[config.mk]
export PLATFORM = sky130hd
export DESIGN_NAME = scl_clk_div
export DESIGN_NICKNAME = d
export VERILOG_FILES = /design/src/rtl/scl_div_pkg.sv /design/src/rtl/scl_prescaler.sv /design/src/rtl/scl_phase_fsm.sv /design/src/rtl/scl_clk_div.sv
export SDC_FILE = /design/constraint.sdc
export NUM_CORES = 1
export LEC_CHECK = 0
export CAP_MARGIN = 20
export CORE_UTILIZATION = 35
export DETAILED_ROUTE_END_ITERATION = 7
export DONT_BUFFER_PORTS = 1
export PLACE_DENSITY = 0.49
export SYNTH_ARGS = -nofsm -noshare
export SYNTH_HDL_FRONTEND = slang
export SYNTH_SLANG_ARGS = --single-unit
export TNS_END_PERCENT = 10
[constraint.sdc]
create_clock -name clk -period 4.6 [get_ports clk]
set_input_delay 0.46 -clock clk [delete_from_list [all_inputs] [get_ports clk]]
set_output_delay 0.46 -clock clk [all_outputs]
set_load 0.02 [all_outputs]
[src/rtl/scl_div_pkg.sv]
package scl_div_pkg;
    typedef enum logic [1:0] {
        ST_IDLE = 2'd0,
        ST_LOW  = 2'd1,
        ST_HIGH = 2'd2
    } scl_state_e;

    localparam int unsigned SCL_BASE_TICKS = 20;
    localparam int unsigned SCL_STEP_TICKS = 8;
endpackage

[src/rtl/scl_prescaler.sv]
module scl_prescaler #(
    parameter int unsigned CDF_W = 3
) (
    input  logic             clk,
    input  logic             rst_n,
    input  logic             load_i,
    input  logic             run_i,
    input  logic [CDF_W-1:0] cdf_i,
    output logic             tick_o
);
    logic [CDF_W-1:0] cdf_q;
    logic [CDF_W-1:0] pcnt_q;

    assign tick_o = run_i && (pcnt_q == cdf_q);

    always_ff @(posedge clk or negedge rst_n) begin
        if (!rst_n) begin
            cdf_q  <= '0;
            pcnt_q <= '0;
        end else if (load_i) begin
            cdf_q  <= cdf_i;
            pcnt_q <= '0;
        end else if (run_i) begin
            pcnt_q <= (pcnt_q == cdf_q) ? '0 : pcnt_q + 1'b1;
        end else begin
            pcnt_q <= '0;
        end
    end

    // with a prescale above zero, two ticks never fall in back-to-back cycles
    a_r3_tick_spacing: assert property (@(posedge clk) disable iff (!rst_n)
        (tick_o && cdf_q != '0 && run_i && !load_i) |=> !tick_o);
endmodule

[src/rtl/scl_phase_fsm.sv]
module scl_phase_fsm
    import scl_div_pkg::*;
#(
    parameter int unsigned SCGD_W = 6,
    parameter int unsigned RND_W  = 6
) (
    input  logic              clk,
    input  logic              rst_n,
    input  logic              en_i,
    input  logic              tick_i,
    input  logic [SCGD_W-1:0] scgd_i,
    input  logic [RND_W-1:0]  rnd_i,
    output logic              load_o,
    output logic              run_o,
    output logic              scl_o
);
    localparam int unsigned MAX_PER = SCL_BASE_TICKS + SCL_STEP_TICKS * ((1 << SCGD_W) - 1)
                                    + ((1 << RND_W) - 1);
    localparam int unsigned PER_W   = $clog2(MAX_PER + 1);

    scl_state_e       state_q, state_d;
    logic [PER_W-1:0] per_w, low_w, high_w;
    logic [PER_W-1:0] low_q, high_q, cnt_q, cur_len;
    logic             last_tick, phase_end;

    assign per_w  = PER_W'(SCL_BASE_TICKS) + PER_W'(SCL_STEP_TICKS) * PER_W'(scgd_i) + PER_W'(rnd_i);
    assign high_w = per_w >> 1;
    assign low_w  = per_w - high_w;

    assign cur_len   = (state_q == ST_HIGH) ? high_q : low_q;
    assign last_tick = (cnt_q == cur_len - 1'b1);
    assign phase_end = tick_i && last_tick && (state_q != ST_IDLE);
    assign load_o    = ((state_q == ST_IDLE) && en_i)
                    || ((state_q == ST_HIGH) && phase_end && en_i);

    always_comb begin
        state_d = state_q;
        unique case (state_q)
            ST_IDLE: if (en_i)     state_d = ST_LOW;
            ST_LOW:  if (phase_end) state_d = ST_HIGH;
            ST_HIGH: if (phase_end) state_d = en_i ? ST_LOW : ST_IDLE;
            default:               state_d = ST_IDLE;
        endcase
    end

    always_ff @(posedge clk or negedge rst_n) begin
        if (!rst_n) state_q <= ST_IDLE;
        else        state_q <= state_d;
    end

    always_ff @(posedge clk or negedge rst_n) begin
        if (!rst_n) begin
            low_q  <= PER_W'(1);
            high_q <= PER_W'(1);
            cnt_q  <= '0;
        end else begin
            if (load_o) begin
                low_q  <= low_w;
                high_q <= high_w;
            end
            if (load_o || phase_end || state_q == ST_IDLE) cnt_q <= '0;
            else if (tick_i)                               cnt_q <= cnt_q + 1'b1;
        end
    end

    always_comb begin
        run_o = (state_q != ST_IDLE);
        scl_o = (state_q != ST_LOW);
    end

    // the tick count inside a phase stays below that phase's length
    a_r4_cnt_in_phase: assert property (@(posedge clk) disable iff (!rst_n)
        (state_q != ST_IDLE) |-> (cnt_q < cur_len));
    // a low phase is always followed by a high phase
    a_r5_low_then_high: assert property (@(posedge clk) disable iff (!rst_n)
        (state_q == ST_LOW) |=> (state_q == ST_LOW || state_q == ST_HIGH));
    // latched phase lengths move only at a start or a wrap
    a_r7_len_stable: assert property (@(posedge clk) disable iff (!rst_n)
        (!load_o) |=> ($stable(low_q) && $stable(high_q)));
    // the idle state is reached only from the end of a high phase
    a_r8_idle_after_high: assert property (@(posedge clk) disable iff (!rst_n)
        (state_q == ST_IDLE && $past(state_q) != ST_IDLE) |-> ($past(state_q) == ST_HIGH));
endmodule

[src/rtl/scl_clk_div.sv]
module scl_clk_div #(
    parameter int unsigned CDF_W  = 3,
    parameter int unsigned SCGD_W = 6,
    parameter int unsigned RND_W  = 6,
    localparam int unsigned CCR_W = CDF_W + SCGD_W
) (
    input  logic             clk,
    input  logic             rst_n,
    input  logic             en_i,
    input  logic [CCR_W-1:0] ccr_i,
    input  logic [RND_W-1:0] rnd_i,
    output logic             scl_o,
    output logic             tick_o,
    output logic             busy_o
);
    logic load_w, run_w, tick_w;

    scl_prescaler #(.CDF_W(CDF_W)) u_presc (
        .clk    (clk),
        .rst_n  (rst_n),
        .load_i (load_w),
        .run_i  (run_w),
        .cdf_i  (ccr_i[CDF_W-1:0]),
        .tick_o (tick_w)
    );

    scl_phase_fsm #(.SCGD_W(SCGD_W), .RND_W(RND_W)) u_fsm (
        .clk    (clk),
        .rst_n  (rst_n),
        .en_i   (en_i),
        .tick_i (tick_w),
        .scgd_i (ccr_i[CCR_W-1:CDF_W]),
        .rnd_i  (rnd_i),
        .load_o (load_w),
        .run_o  (run_w),
        .scl_o  (scl_o)
    );

    assign tick_o = tick_w;
    assign busy_o = run_w;

    // a start always enters the low phase
    a_r6_start_low: assert property (@(posedge clk) disable iff (!rst_n)
        (!busy_o && en_i) |=> (busy_o && !scl_o));
endmodule

==> reports/qor.csv <==
metric,value,unit
relSlewSlack,66.1,%
grt_first_pass_wirelength,8810,um
ctsHoldBuffers,2,
ant_nets,0,
drc,0,
die_w,89.8,um
setup.worst_path.start,u_fsm.state_q[1],
synth_top_family_by_area,multiplexers,
muxShareOfSynthArea,15.3,%
area_delta_synth_final,7.88,%
crit_type,reg -> reg,
syn_area,2700,um^2
crit_required,4.77,ns
cts_tree,done,
initial_core_util,36.6,%
cts.reportedPaths.clkPinSlew,0.07,ns
ys_ff_latch,37,
worst-path-max-fanout,22,
outcome,finished clean,
r2r_start,u_fsm.state_q[1],
wl_per_cell,13.2,um
die_h,89.8,um
synth_top_area_share,32.4,%
dr.max_layer_used,met4,
hpwl,3830,um
fin_nets,310,
routabilityCongestion,0.778,
ys_seq_area_share,34.4,%
yosys-top-cells-area,"dfrtp_1, mux2_4, ha_1",
fin_crit,3.76,ns
grt_use_total,13.4,%
syn_area_per_cell,10.2,um^2
p_per_area,559,nW/um^2
synth_area_leader_cell,dfrtp_1,
grt_max_degree,36,
drt-pass1-iter-count,4,
synth-xor-area-share,12.7,%
wl,4880,um
holdCritPathClass,in -> reg,
rows,31,
gr-total-overflow,0,
fillers,740,
synth_cell_types,38,
finalCritPeriodShare,81.7,%
synthAdderAreaFrac,10.3,%
timing.setup.tns,0,ns
maxCapViolations,0,
p_total,1.63,mW
fmax,266,MHz
hold_viol_final,0,
yosys.area_share.simple,14.4,%
rsz0062_at_grt,false,
via_per_inst,4.70,
ir_drop,144,uV
portBuffers,0,
synth_nets,303,
syn_inst,264,
drt_iter0_drc,33,
n_antenna_cell,0,
setup_violations,0,
drive_gt1_share,14.0,%
core,7370,um^2
yosys_warnings,0,
endpoint_kind,register,
wl_met2,2050,um
critPathLaunchType,register,
slew_violations,0,
ios,21,
holdPathStages,1,
antenna_found_initial,0,
cts_made_buffers,5,
min-delay-start,rnd_i[1],
met3WireLength,135,um
clockBufferDepth,2,
rr_worst_depth,10,
grt_pass1_vias,1847,
cts-root-buf,clkbuf_8,
synth_compound_area_share,7.55,%
ctsResizeCount,0,
post_cts_buffers,0,
die_area,8070,um^2
cts_num_sinks,37,
worst-slew-pin-transition,0.504,ns
vias,1744,
skew,0.00496,ns
wl_met1,2630,um
cts_max_level,2,
clk_latency,0.29,ns
cp_data_arrival_time,3.93,ns
leakagePower,1.31,nW
## critical path, stage by stage, from the launching register on
cell and delay (ns):
dfrtp_1 0.46, nor2b_4 0.46, mux2i_1 0.34, ha_1 0.22, a21boi_2 0.23, a21oi_1 0.09, nor4b_1 0.27, or4b_1 0.62
a21oi_4 0.19, buf_4 0.36, mux2_2 0.38
## cells by family after synthesis
logic type,Yosys count
AND/OR/NAND/NOR,77
adder cells (fa/ha/maj),21
flip-flops,37
buffers and inverters,26
multiplexers,32
AO/OA/AOI/OAI,32
XOR/XNOR,39
## where the power goes
| part | internal, mW | switching, mW |
|---|---|---|
| logic | 0.409 | 0.381 |
| registers | 0.462 | 0.131 |
| clock network | 0.135 | 0.110 |
| total | 1.01 | 0.622 |
## layout by cell type (no fill, tap or decap), drive strengths merged, types with 8 or more instances in the layout
cell type,Yosys,routed
nor2,24,24
ha,19,19
mux2,20,20
dfrtp,35,35
o21ai,8,8
nand2,14,14
xor2,18,18
mux2i,12,12
a21oi,12,12
xnor2,21,21
inv,21,21
## metrics by stage
step | cells | instance area (um^2) | utilization [%] | hold WS, ns | worst slack (ns)
after detailed placement | 360 | 2770 | 37.6 | 0.165 | 0.868
after global placement | 360 | 2770 | 37.6 | 0.165 | 0.933
after CTS | 370 | 2900 | 39.4 | 0.00147 | 0.827
after global routing | 371 | 2910 | 39.5 | 0.302 | 0.627
after floorplan | 264 | 2700 | - | 0.164 | 1.32
final | 371 | 2910 | 39.5 | 0.317 | 0.840
## routing by layer
layer	up-vias	global-route usage [%]
met5	-	0
met4	0	5.05
met3	7	3.05
met2	22	20.8
met1	803	18.3
li1	912	-
## registers in the layout (all words and copies together) (netlist names)
| register | cells |
|---|---|
| u_fsm.low_q | 10 |
| u_presc.pcnt_q | 3 |
| u_presc.cdf_q | 3 |
| u_fsm.state_q | 2 |
| u_fsm.cnt_q | 10 |
| u_fsm.high_q | 9 |
## layout make-up
cell class              instances  area [um^2]  area share, %
multi-input cells             201         1630           55.8
flip-flops and latches         37          928           31.9
well taps                      99          124           4.25
clock buffers                   7         96.3           3.31
inverters                      21         78.8           2.71
repair buffers                  5         55.1           1.89
clock inverters                 1         5.00          0.172
## path summary, 6_finish.rpt
| check | end | slack (ns) |
|---|---|---|
| worst max-delay path | u_fsm.high_q[6] | 0.84 |
| worst min register to register | u_fsm.low_q[0] | 0.50 |
| min in group asynchronous | u_presc.pcnt_q[1] | 0.62 |
| worst min-delay path | u_fsm.high_q[0] | 0.32 |
| max in group asynchronous | u_fsm.low_q[8] | 3.79 |
| worst max register to register | u_fsm.high_q[6] | 0.84 |
## cells in the mapped netlist
master and count:
a22oi_1 2, or3_1 4, mux2_4 18, nor2b_4 1, buf_12 2, nor2_1 24
o21ai_0 8, nor2b_1 6, buf_2 1, mux2_2 2, buf_6 2, a31oi_1 3
or4b_1 1, or3b_2 1, dfrtp_1 35, a21boi_2 1, nor4b_1 1, o32ai_1 1
or2_2 1, nor4_1 1, mux2i_1 12, xor2_1 18, a21oi_1 11, a21o_1 2
nor3_1 7, a21oi_4 1, a311oi_1 1, o21a_1 2, inv_1 21, nand3_1 4
dfstp_2 2, xnor2_1 21, and3_1 3, fa_1 2, nand4_1 3, nand2b_1 6
ha_1 19, nand2_1 14
No activity file was read; power rests on OpenSTA's default activity.
